[src/rtl/irq_arb_pkg.sv]
package irq_arb_pkg;
    localparam int CW       = 9;
    localparam int LVL_W    = 4;
    localparam int GRP_W    = 2;
    localparam int SUB_W    = GRP_W + 1;
    localparam int KEY_W    = LVL_W + SUB_W;
    localparam int GRP_LSB  = 0;
    localparam int LVL_LSB  = 2;
    localparam int EN_BIT   = 6;
    localparam int EXT_BIT  = 8;

    typedef enum logic [1:0] {
        ST_IDLE  = 2'd0,
        ST_HELD  = 2'd1,
        ST_OFFER = 2'd2
    } arb_state_t;

    typedef struct packed {
        logic             en;
        logic [LVL_W-1:0] lvl;
        logic [SUB_W-1:0] sub;
    } node_cfg_t;

    function automatic node_cfg_t decode_cw(input logic [CW-1:0] w);
        node_cfg_t c;
        c.en  = w[EN_BIT];
        c.lvl = w[LVL_LSB +: LVL_W];
        c.sub = {w[EXT_BIT], w[GRP_LSB +: GRP_W]};
        return c;
    endfunction
endpackage

[src/rtl/irq_arb_pending.sv]
module irq_arb_pending #(
    parameter int N_NODES = 16
) (
    input  logic               clk,
    input  logic               rst_n,
    input  logic [N_NODES-1:0] set_vec,
    input  logic [N_NODES-1:0] clr_vec,
    output logic [N_NODES-1:0] pend_q,
    output logic [N_NODES-1:0] pend_nxt
);
    // a new pulse outranks a clear of the same node
    assign pend_nxt = (pend_q & ~clr_vec) | set_vec;

    always_ff @(posedge clk or negedge rst_n) begin
        if (!rst_n) pend_q <= '0;
        else        pend_q <= pend_nxt;
    end

    // a bit set earlier and not cleared is still set
    p_sticky_r4: assert property (@(posedge clk) disable iff (!rst_n)
        1'b1 |=> ((($past(pend_q) & ~$past(clr_vec)) & ~pend_q) == '0));

    // at most one node is cleared per cycle
    p_single_clear_r6: assert property (@(posedge clk) disable iff (!rst_n)
        $onehot0(clr_vec));
endmodule

[src/rtl/irq_arb_pick.sv]
module irq_arb_pick
    import irq_arb_pkg::*;
#(
    parameter int N_NODES = 16,
    localparam int IW     = $clog2(N_NODES)
) (
    input  logic [N_NODES-1:0]    cand,
    input  logic [N_NODES*CW-1:0] ctrl_flat,
    output logic                  found,
    output logic [IW-1:0]         best_idx,
    output logic [LVL_W-1:0]      best_lvl
);
    node_cfg_t          cfg  [N_NODES];
    logic [N_NODES-1:0] elig;

    for (genvar i = 0; i < N_NODES; i++) begin : g_node
        assign cfg[i]  = decode_cw(ctrl_flat[i*CW +: CW]);
        assign elig[i] = cand[i] && cfg[i].en && (cfg[i].lvl != '0);
    end

    logic [KEY_W-1:0] best_key;

    always_comb begin
        found    = 1'b0;
        best_idx = '0;
        best_lvl = '0;
        best_key = '0;
        for (int i = 0; i < N_NODES; i++) begin
            // strict compare keeps the lower index on a tie
            if (elig[i] && (!found || {cfg[i].lvl, cfg[i].sub} > best_key)) begin
                found    = 1'b1;
                best_idx = IW'(i);
                best_lvl = cfg[i].lvl;
                best_key = {cfg[i].lvl, cfg[i].sub};
            end
        end
    end
endmodule

[src/rtl/irq_sublevel_arbiter.sv]
module irq_sublevel_arbiter
    import irq_arb_pkg::*;
#(
    parameter int N_NODES = 16,
    localparam int IW     = $clog2(N_NODES)
) (
    input  logic                  clk,
    input  logic                  rst_n,
    input  logic [N_NODES-1:0]    req_pulse,
    input  logic [N_NODES*CW-1:0] ctrl_flat,
    input  logic [LVL_W-1:0]      cpu_lvl,
    input  logic                  gie,
    input  logic                  ack,
    output logic [IW-1:0]         win_idx,
    output logic [LVL_W-1:0]      win_lvl,
    output logic                  take_req
);
    arb_state_t         state_q, state_d;
    logic [N_NODES-1:0] clr_vec, pend_q, pend_nxt;
    logic               found;
    logic [IW-1:0]      best_idx;
    logic [LVL_W-1:0]   best_lvl;

    always_comb begin
        clr_vec = '0;
        if (ack && state_q == ST_OFFER) clr_vec[win_idx] = 1'b1;
    end

    irq_arb_pending #(.N_NODES(N_NODES)) u_pend (
        .clk(clk), .rst_n(rst_n), .set_vec(req_pulse), .clr_vec(clr_vec),
        .pend_q(pend_q), .pend_nxt(pend_nxt)
    );

    irq_arb_pick #(.N_NODES(N_NODES)) u_pick (
        .cand(pend_nxt), .ctrl_flat(ctrl_flat), .found(found),
        .best_idx(best_idx), .best_lvl(best_lvl)
    );

    // next-state decision
    always_comb begin
        state_d = state_q;
        unique case (state_q)
            ST_IDLE, ST_HELD, ST_OFFER: begin
                if (!found)                          state_d = ST_IDLE;   // go_idle
                else if (gie && best_lvl > cpu_lvl)  state_d = ST_OFFER;  // go_offer
                else                                 state_d = ST_HELD;   // go_held
            end
            default: state_d = ST_IDLE;
        endcase
    end

    // state register
    always_ff @(posedge clk or negedge rst_n) begin
        if (!rst_n) state_q <= ST_IDLE;
        else        state_q <= state_d;
    end

    // registered winner outputs
    always_ff @(posedge clk or negedge rst_n) begin
        if (!rst_n) begin
            win_idx <= '0;
            win_lvl <= '0;
        end else if (state_d == ST_IDLE) begin
            win_idx <= '0;
            win_lvl <= '0;
        end else begin
            win_idx <= best_idx;
            win_lvl <= best_lvl;
        end
    end

    assign take_req = (state_q == ST_OFFER);

    // an offer implies enable and strictly higher level at the sampling edge
    p_offer_above_cpu_r3: assert property (@(posedge clk) disable iff (!rst_n)
        take_req |-> ($past(gie) && (win_lvl > $past(cpu_lvl))));

    // a shown winner is pending
    p_winner_pending_r4: assert property (@(posedge clk) disable iff (!rst_n)
        (state_q != ST_IDLE) |-> pend_q[win_idx]);

    // a shown winner never has level 0
    p_winner_nonzero_r5: assert property (@(posedge clk) disable iff (!rst_n)
        (state_q != ST_IDLE) |-> (win_lvl != '0));

    // accepted acknowledge without a new pulse clears that node
    p_ack_clears_r6: assert property (@(posedge clk) disable iff (!rst_n)
        (ack && take_req && !req_pulse[win_idx]) |=> !pend_q[$past(win_idx)]);
endmodule

[config.mk]
export PLATFORM = sky130hd
export DESIGN_NAME = irq_sublevel_arbiter
export DESIGN_NICKNAME = d
export VERILOG_FILES = /design/src/rtl/irq_arb_pkg.sv /design/src/rtl/irq_arb_pending.sv /design/src/rtl/irq_arb_pick.sv /design/src/rtl/irq_sublevel_arbiter.sv
export SDC_FILE = /design/constraint.sdc
export NUM_CORES = 1
export LEC_CHECK = 0
export CELL_PAD_IN_SITES_DETAIL_PLACEMENT = 1
export CELL_PAD_IN_SITES_GLOBAL_PLACEMENT = 1
export CORE_MARGIN = 2
export CORE_UTILIZATION = 51
export CTS_CLUSTER_SIZE = 8
export DETAILED_ROUTE_END_ITERATION = 8
export DONT_BUFFER_PORTS = 1
export PLACE_DENSITY = 0.95
export SLEW_MARGIN = 15
export SYNTH_ARGS = -nofsm -noshare
export SYNTH_HDL_FRONTEND = slang
export SYNTH_HIERARCHICAL = 1
export SYNTH_SLANG_ARGS = --single-unit
[constraint.sdc]
create_clock -name clk -period 59.5 [get_ports clk]
set_clock_uncertainty 0.1 [all_clocks]
set_input_delay 5.95 -clock clk [delete_from_list [all_inputs] [get_ports clk]]
set_output_delay 5.95 -clock clk [all_outputs]
set_load 0.05 [all_outputs]
=== After elaboration in Yosys (flattened, before gate mapping) ===
Cells that the tools add are included.
W data, S select, Z words.

* Flip-flop bits (word level): 26
* Output and inout bits: 9
* Word-level logic and storage cells: 196

* Equality and inequality tests: 2
* Multiplexer cells: 70
* Reduce and logical (&&, ||, !) cells: 99
* Order comparisons: 18
* Bitwise logic cells: 3

{| class="wikitable"
|+ Operators by type and width
! cell !! number
|-
| $gt A7 B7 Y1 || 15
|-
| $mux W7 || 15
|-
| $mux W4 || 26
|-
| $reduce_bool A4 Y1 || 16
|-
| $logic_and A1 B1 Y1 || 50
|-
| $mux W1 || 18
|-
| $and A16 B16 Y16 || 1
|-
| $mux W16 || 1
|-
| $not A16 Y16 || 1
|-
| $or A16 B16 Y16 || 1
|-
| $logic_not A1 Y1 || 15
|-
| $logic_or A1 B1 Y1 || 15
|-
| $mux W3 || 4
|-
| $mux W2 || 5
|-
| $lt A4 B5 Y1 const B || 1
|-
| $demux W1 S4 || 1
|-
| $ge A4 B1 Y1 const B || 1
|-
| $gt A4 B4 Y1 || 1
|-
| $logic_not A2 Y1 || 2
|-
| $reduce_or A3 Y1 || 1
|-
| $eq A2 B1 Y1 const B || 1
|-
| $eq A2 B2 Y1 const B || 1
|}

=== Longest topological paths before layout ===
Gate-level depths: netlist of the first run.

* Depth in word-level cells: 78
* Mapped depth: 176
* Depth with buffers taken out: 163

=== Cells and area by module ===
The synthesis of the first run kept the hierarchy.

{| class="wikitable"
|+ By module, submodules not included
! module !! instances !! sequential area each (um^2) !! area an instance (um^2) !! cells each
|-
| irq_arb_pick || 1 || 0.0 || 5,347.6 || 790
|-
| irq_arb_pending || 1 || 400.4 || 580.6 || 48
|-
| irq_sublevel_arbiter || 1 || 250.2 || 559.3 || 60
|}

=== Worst setup path after synthesis of the first run ===
Ideal clock, no wire load.

* Path type: input to register
* From: input ack
* To: register state_q[0]
* Data arrival time: 34.129 ns
* Path buffers: 12
* Stages on the path: 164
* Slack: 25.151 ns
* Cells stage by stage: nand4bb_1 -> nor3_1 -> inv_1 -> a21o_1 -> and2_1 -> and3_1 -> ha_1 -> nand3b_1 -> a21oi_1 -> o21ai_0 -> a21oi_1 -> nor2_1 -> a21oi_1 -> ha_1 -> a211oi_1 -> nor2_1 -> o311ai_1 -> and2_1 -> [128 not listed] -> ha_1 -> nor2b_1 -> o21ai_0 -> nand2b_1 -> a21oi_1 -> nor2b_1 -> o21ai_0 -> nand2b_1 -> a21oi_1 -> a41oi_1 -> o21ai_0 -> clkbuf_1 -> nand3_1 -> o221a_1 -> ha_1 -> nand4_1 -> a21boi_0 -> a31o_2

* Longest elaborated chain between the ends: 73
* Elaborated cells between the ends (all ways): 149
* Those cells by class: order compare: 16; mux: 51; bitwise: 3; reduce/logical: 79

{| class="wikitable"
|+ RTL lines
! item !! line !! text
|-
| start, declared || irq_sublevel_arbiter.sv:13 || <nowiki>input logic ack,</nowiki>
|-
| $logic_and A1 B1 Y1 * || irq_sublevel_arbiter.sv:26 || <nowiki>if (ack && state_q == ST_OFFER) clr_vec[win_idx] = 1'b1;</nowiki>
|-
| $mux W16 * || irq_sublevel_arbiter.sv:26 ||
|-
| named net clr_vec[0] || irq_sublevel_arbiter.sv:19 || <nowiki>logic [N_NODES-1:0] clr_vec, pend_q, pend_nxt;</nowiki>
|-
| $not A16 Y16 * || irq_arb_pending.sv:12 || <nowiki>assign pend_nxt = (pend_q & ~clr_vec) | set_vec;</nowiki>
|-
| $and A16 B16 Y16 * || irq_arb_pending.sv:12 ||
|-
| $or A16 B16 Y16 * || irq_arb_pending.sv:12 ||
|-
| named net pend_nxt[0] || irq_sublevel_arbiter.sv:19 ||
|-
| $logic_and A1 B1 Y1 * (2 in series) || irq_arb_pick.sv:18 || <nowiki>assign elig[i] = cand[i] && cfg[i].en && (cfg[i].lvl != '0);</nowiki>
|-
| [60 not listed] || -- ||
|-
| $mux W4 * || irq_arb_pick.sv:30 || <nowiki>if (elig[i] && (!found || {cfg[i].lvl, cfg[i].sub} > best_key)) begin</nowiki>
|-
| named net best_lvl[2] || irq_sublevel_arbiter.sv:22 || <nowiki>logic [LVL_W-1:0] best_lvl;</nowiki>
|-
| $gt A4 B4 Y1 * || irq_sublevel_arbiter.sv:45 || <nowiki>else if (gie && best_lvl > cpu_lvl) state_d = ST_OFFER;</nowiki>
|-
| $logic_and A1 B1 Y1 * || irq_sublevel_arbiter.sv:45 ||
|-
| $mux W2 * || irq_sublevel_arbiter.sv:45 ||
|-
| $mux W2 * || irq_sublevel_arbiter.sv:44 || <nowiki>if (!found) state_d = ST_IDLE;</nowiki>
|-
| $mux W2 * || irq_sublevel_arbiter.sv:42 || <nowiki>unique case (state_q)</nowiki>
|-
| named net state_d[0] || irq_sublevel_arbiter.sv:18 || <nowiki>arb_state_t state_q, state_d;</nowiki>
|-
| end signal, assigned || irq_sublevel_arbiter.sv:55 || <nowiki>else state_q <= state_d;</nowiki>
|-
| end, declared || irq_sublevel_arbiter.sv:18 ||
|}

The timed path passes the listed nets; every way through them passes the cells marked *.

=== Worst setup path after layout of the first run ===
Same ends and word-level chain as after synthesis.

==> results of run 1 <==
-- cell usage after synthesis (5+ instances only) --
master / n / area [um^2]
clkbuf_1: 16 / 60.1
o211a_1: 6 / 60.1
a211oi_1: 9 / 67.6
nand2_1: 99 / 372
o211ai_1: 14 / 105
a41oi_1: 5 / 43.8
or2_2: 10 / 62.6
a21oi_1: 60 / 300
nor2b_1: 15 / 93.8
mux2i_1: 12 / 120
a31oi_1: 5 / 31.3
ha_1: 95 / 1190
nor2_1: 65 / 244
xnor2_1: 7 / 61.3
nor4_2: 5 / 62.6
or4_1: 8 / 60.1
o21bai_1: 6 / 45.0
and2_1: 19 / 119
nor3_1: 15 / 75.1
o31ai_1: 6 / 45.0
o21a_1: 7 / 52.6
a21o_1: 25 / 188
nand2b_1: 13 / 81.3
and3_1: 8 / 50.1
nor4_1: 11 / 68.8
or3_1: 11 / 68.8
a211o_1: 5 / 43.8
a311oi_1: 5 / 43.8
dfrtp_1: 26 / 651
inv_1: 87 / 327
o22ai_1: 10 / 62.6
mux2_2: 14 / 158
nand4_1: 13 / 81.3
o21ai_1: 7 / 35.0
o21ai_0: 59 / 295
nand3_1: 24 / 120
-- metrics by stage --
step | std cells | setup slack, ps | hold slack [ps]
after detailed placement | 1051 | 20070 | 362
after floorplan | 898 | 25150 | 345
after CTS | 1054 | 20240 | 379
after global routing | 1054 | 17200 | 403
after global placement | 1051 | 21320 | 353
final | 1054 | 20050 | 380
-- routing by layer --
| layer | part of all wire (%) | track usage (%) | vias up |
|---|---|---|---|
| li1 | - | - | 3306 |
| met1 | 42 | 36.9 | 3282 |
| met2 | 49 | 53.2 | 213 |
| met3 | 6.3 | 6.02 | 48 |
| met4 | 2.6 | 10.2 | 0 |
| met5 | 0 | 0 | - |
-- area by class of cell --
| type | count | area (um^2) | area share (%) |
|---|---|---|---|
| multi-input combinational | 763 | 5410 | 80.8 |
| clock buffer | 3 | 75.1 | 1.12 |
| timing repair buffer | 2 | 15.0 | 0.224 |
| inverter | 88 | 330 | 4.93 |
| sequential | 26 | 651 | 9.72 |
| tap | 172 | 215 | 3.21 |
-- sequential cells by signal, indices dropped and copies added, names as in the netlist --
register and count:
u_pend/pend_q 16, state_q 2, win_lvl 4, win_idx 4
-- cell families (layout without fill, tap and decap cells) --
logic type	count (synthesis)	after routing
simple gates	344	344
mux	29	29
xor+xnor	9	9
compound gates	285	285
buf+inv	109	93
flops	26	26
fa+ha+maj	96	96
-- final timing paths --
path	slack, ps	cells past startpoint	to	from
worst min-delay path	380	1	u_pend/pend_q[4]	u_pend/pend_q[4]
worst max register to register	24840	153	state_q[0]	state_q[0]
worst max-delay path	20050	152	state_q[0]	ack
min in group asynchronous	5270	0	u_pend/pend_q[14]	rst_n
worst min register to register	380	1	u_pend/pend_q[4]	u_pend/pend_q[4]
max in group asynchronous	53950	0	u_pend/pend_q[5]	rst_n
-- layout by cell type, fill, tap and decap left out, drive strengths merged, types with 5 or more instances in the layout --
master,Yosys,routed
nand2,101,101
ha,95,95
inv,88,88
o21ai,67,67
nor2,66,66
a21oi,63,63
dfrtp,26,26
a21o,26,26
nand3,24,24
and2,19,19
nor2b,16,16
mux2,16,16
nor4,16,16
nor3,15,15
o211ai,15,15
or2,14,14
nand4,13,13
nand2b,13,13
mux2i,13,13
o22ai,12,12
or3,11,11
a211oi,10,10
or4,10,10
o31ai,10,10
and3,8,8
o21a,7,7
xnor2,7,7
o211a,7,7
a21boi,7,7
o21bai,6,6
a41oi,5,5
a31oi,5,5
a211o,5,5
a311oi,5,5
a31o,5,5
==> impl_results.md, run 1 <==
* RSZ-0062 raised after global routing: false
* Fill count at roughly 1700
* IO Port Bufs at 0
* DR pass1 iterations at 5
* Total CTS buffers at 3
* Avg Cell Area, Syn at 7.22 um^2
* Slowest stage cell on the critical path: o21ai_1
* Crit path kind: input port to flip-flop
* Peak per-stage delay on the critical path at between 800 and 900 ps
* Synth Flop Type: dfrtp_1
* CP delay by family, top: compound AO/OA/AOI/OAI gates
* Cells after Synth at roughly 900
* Die X at between 100 and 150 um
* Synth Area in Compound Gates at a little under a third
* Max_cap viols at 0
* Min-delay worst type: flip-flop to flip-flop
* Largest family of logic cells by synthesized area: compound AO/OA/AOI/OAI gates
* Clock transition at path regs at around 70 ps
* Wire per inst at 19.9 um
* WP buf/inv at 10
* Clk_lat worst skew at between 200 and 300 ps
* Fin crit period at between 30000 and 40000 ps
* CTS H-tree lvls at 1
* Hold Vio Cnt, Final at 0
* # IOs at about 180
* Num rows at 41
* Synth Cell Area at 6490 um^2
* # diodes at 0
* Post-synthesis adder-cell area fraction at a little under a fifth
* First-pass GRT wire length at 33500 um
* CP Capture Type: flip-flop
* Crit Path Max Fanout at 17
* Clock root cell: clkbuf_16
* Initial antenna violation count at 0
* Area growth, synth to finish at 3.18%
* Outcome: complete, no violations
* Largest net degree at the start of global routing at 27
* DRC viols at 0
* Worst EP required at between 50000 and 60000 ps
* CTS Sinks at 26
* Antenna-violating nets left at 0
* Post-route setup TNS at 0 ps
* Netlist cell types at 93
* Core ar. at approximately 13000 um^2
* CTS resizes at 0
* Cts hold-fix bufs at 0
* Post-CTS setup buffer count at 0
* Placed Instance Area at 6620 um^2
* DP Wirelength at between 15000 and 20000 um
* Type of origin of the critical path: input port
* Ys Warns at 6
* Total gr overflow at 0
* Worst Max-Slew Pin Slew at slightly below 1000 ps
* Layout cell share with drive strength beyond 1 at 7.82%
* EDFF count, synth at 0
* Final net count at ~1100
* Detailed Route WL at ~21000 um
* Vias per std cell at ~6.5
* Vias at a little under 7000
* Starting density of the core at between 50% and 60%
* Fmax at 25.3 MHz
* Post-route cell area at roughly 6700 um^2
* GRT Overall Usage at around 30%
* Final core utilization at roughly 53%
* WP data arrival at roughly 40000 ps
* Die Y at 117 um
* Initial drt markers at slightly above 300
* Clock tree buffer depth at 2
* Synth Net Count at 1161
* Die footprint at between 10000 and 15000 um^2
* Mux share of post-synthesis cell area at under 10%
* Rel. slew slack at between 30 and 40%
* Final worst-path cycle share at between 60% and 70%
* Post-Synth XOR/XNOR Area at about 1.2%
* Vias in the first global route at a little over 7000
* Post-synthesis simple-gate area fraction at between 20% and 30%
* GP Congestion at 0.892
* Final setup vio count at 0
* Max Transition Viols Final at 0
* #FFs+latches synth at 26
* CTS tree: built
* FFs w/ async S/R, synth at 100%
* Sequential fraction of the synthesis area at 10.0%
Power of run 1 is left out: the tool's default activity adds up to more than one toggle a clock period on the data nets, which glitch-free logic cannot reach.
==> run 2: changes to the inputs <==
--- a/config.mk
+++ b/config.mk
@@ -8,11 +8,11 @@
 export CELL_PAD_IN_SITES_DETAIL_PLACEMENT = 1
 export CELL_PAD_IN_SITES_GLOBAL_PLACEMENT = 1
 export CORE_MARGIN = 2
-export CORE_UTILIZATION = 51
+export CORE_UTILIZATION = 47
 export CTS_CLUSTER_SIZE = 8
 export DETAILED_ROUTE_END_ITERATION = 8
 export DONT_BUFFER_PORTS = 1
-export PLACE_DENSITY = 0.95
+export PLACE_DENSITY = 0.89
 export SLEW_MARGIN = 15
 export SYNTH_ARGS = -nofsm -noshare
 export SYNTH_HDL_FRONTEND = slang
==> constraint.sdc (replaced) <==
create_clock -name clk -period 37.8 [get_ports clk]
set_clock_uncertainty 0.1 [all_clocks]
set_input_delay 3.78 -clock clk [delete_from_list [all_inputs] [get_ports clk]]
set_output_delay 3.78 -clock clk [all_outputs]
set_load 0.05 [all_outputs]
==> run 2 against run 1 <==
  * First-iteration DRC count rose by 21%
  * Flip-flop and latch count did not move
  * Final cell count grew 0.57%
  * Sequential share of layout area fell by 0.12 points
  * Hold slack lost 4.0 ps
==> impl_results.md, run 2 (synthesis gave the netlist of run 1 again) <==
* CP startpoint: ack
* CP Capture Type: flip-flop
* Type of origin of the critical path: input port
* Reg with most FFs: u_pend/pend_q
* Die footprint at ~15000 um^2
* # IOs at 177
* Outcome: complete, no violations
* P_leak at between 2 and 3 nW
* RSZ-0062 raised after global routing: false
* Peak per-stage delay on the critical path at approximately 600 ps
* Initial antenna violation count at 0
* Placed Cells at 1056
* Num rows at 42
* Vias at between 6000 and 7000
* Crit path kind: input port to flip-flop
* Power Density at between 100 and 150 nW/um^2
* Max_cap viols at 0
* Max reg flops at 16
* Post-place setup slack at slightly below 700 ps
* DRC viols at 0
* Clock tree buffer depth at 2
* WP data arrival at 35210 ps
* Clk_lat worst skew at 260 ps
* Commonest non-fill, non-tap cell in the layout: nand2_1
* Vias per std cell at about 6.4
* Antenna-violating nets left at 0
* Fin crit period at roughly 35000 ps
* # diodes at 0
* CTS resizes at 0
* Clock root cell: clkbuf_16
* CTS Sinks at 26
* Slowest stage cell on the critical path: or4b_4
* CTS tree: built
* Cts hold-fix bufs at 0
* Most frequent cells in the layout: nand2_1 (99), ha_1 (95), inv_1 (87)
* Hold slack at roughly 380 ps
* Final worst-path cycle share at 93.0%
* Vias in the first global route at a little under 7000
* Detailed Route WL at 21100 um
* Worst Slack Setup Final at 2650 ps
* Area growth, synth to finish at 4.46%
* IO Port Bufs at 0
* DR pass1 iterations at 5
* Total CTS buffers at 3
* Largest registers: u_pend/pend_q (16), win_idx (4), win_lvl (4)
* Layout Cells excl Fill at 1060
* WP buf/inv at 11
* Fmax at approximately 28 MHz
* Clock transition at path regs at about 70 ps
* Crit Path Max Fanout at 17
* Post-CTS setup buffer count at 0
* Die Y at ~120 um
* DP Wirelength at between 15000 and 20000 um
* Worst EP required at around 38000 ps
* Starting density of the core at 48.6%
* GRT Overall Usage at roughly 28%
* Final setup vio count at 0
* Final net count at 1148
* Wire per inst at about 20 um
* Post-route setup TNS at 0 ps
* Reg2reg start: win_idx[0]
* CP delay by family, top: compound AO/OA/AOI/OAI gates
* Hold Vio Cnt, Final at 0
* GP Congestion at about 0.9
* Rel. slew slack at approximately two fifths
* Max Transition Viols Final at 0
* Core ar. at approximately 13000 um^2
* Die X at around 120 um
* Worst Max-Slew Pin Slew at between 800 and 900 ps
* Min-delay worst type: flip-flop to flip-flop
* Peak VDD IR at 0.0000543 V
* Largest net degree at the start of global routing at 27
* CTS H-tree lvls at 1
* Layout cell share with drive strength beyond 1 at between 9 and 10%
* Total gr overflow at 0
* First-pass GRT wire length at about 34000 um
* Initial drt markers at between 300 and 400
* Hold_sp: u_pend/pend_q[4]
==> run 2: cell count changes in the layout (fill, tap and decap cells not counted), sizes merged <==
cell,before,now
buf,2,3
clkbuf,3,4
==> run 2: layout make-up <==
class,count,area [um^2]
fill,1728,6570
multi-input combinational,763,5460
sequential,26,651
inverter,88,330
tap,176,220
clock buffer,4,88.8
timing repair buffer,3,22.5
==> run 2: layer usage <==
metal  vias up  GRT usage (%)  part of all wire, %
li1       3308              -                    -
met1      3310           34.9                   43
met2       185           48.7                   48
met3        28           4.89                  6.3
met4         0           5.89                  1.9
met5         -              0                    0
==> run 2: path summary, 6_finish.rpt <==
check	endpoint	slack, ps	depth (start not counted)
setup / recovery	state_q[0]	2650	156
hold / removal	u_pend/pend_q[4]	380	1
setup reg to reg	state_q[0]	5290	156
hold reg to reg	u_pend/pend_q[4]	380	1
max in group asynchronous	u_pend/pend_q[4]	34420	0
min in group asynchronous	win_lvl[2]	3100	0
==> run 2: power by group <==
group          internal (W)  switching (W)  total [W]
Sequential        0.0000355      0.0000214  0.0000569
Combinational      0.000315       0.000440   0.000755
Clock             0.0000162      0.0000103  0.0000265
Total              0.000367       0.000471   0.000838
==> run 2: per-stage QoR <==
step | util (%) | instance area, um^2 | power (W)
global placement | 49.7 | 6630 | 0.000759
CTS | 50.3 | 6720 | 0.000828
finish | 50.8 | 6780 | 0.000838
floorplan | - | 6490 | 0.000630
global route | 50.8 | 6780 | 0.000930
detailed placement | 49.7 | 6630 | 0.000797
(Power assumes the default switching activity.)
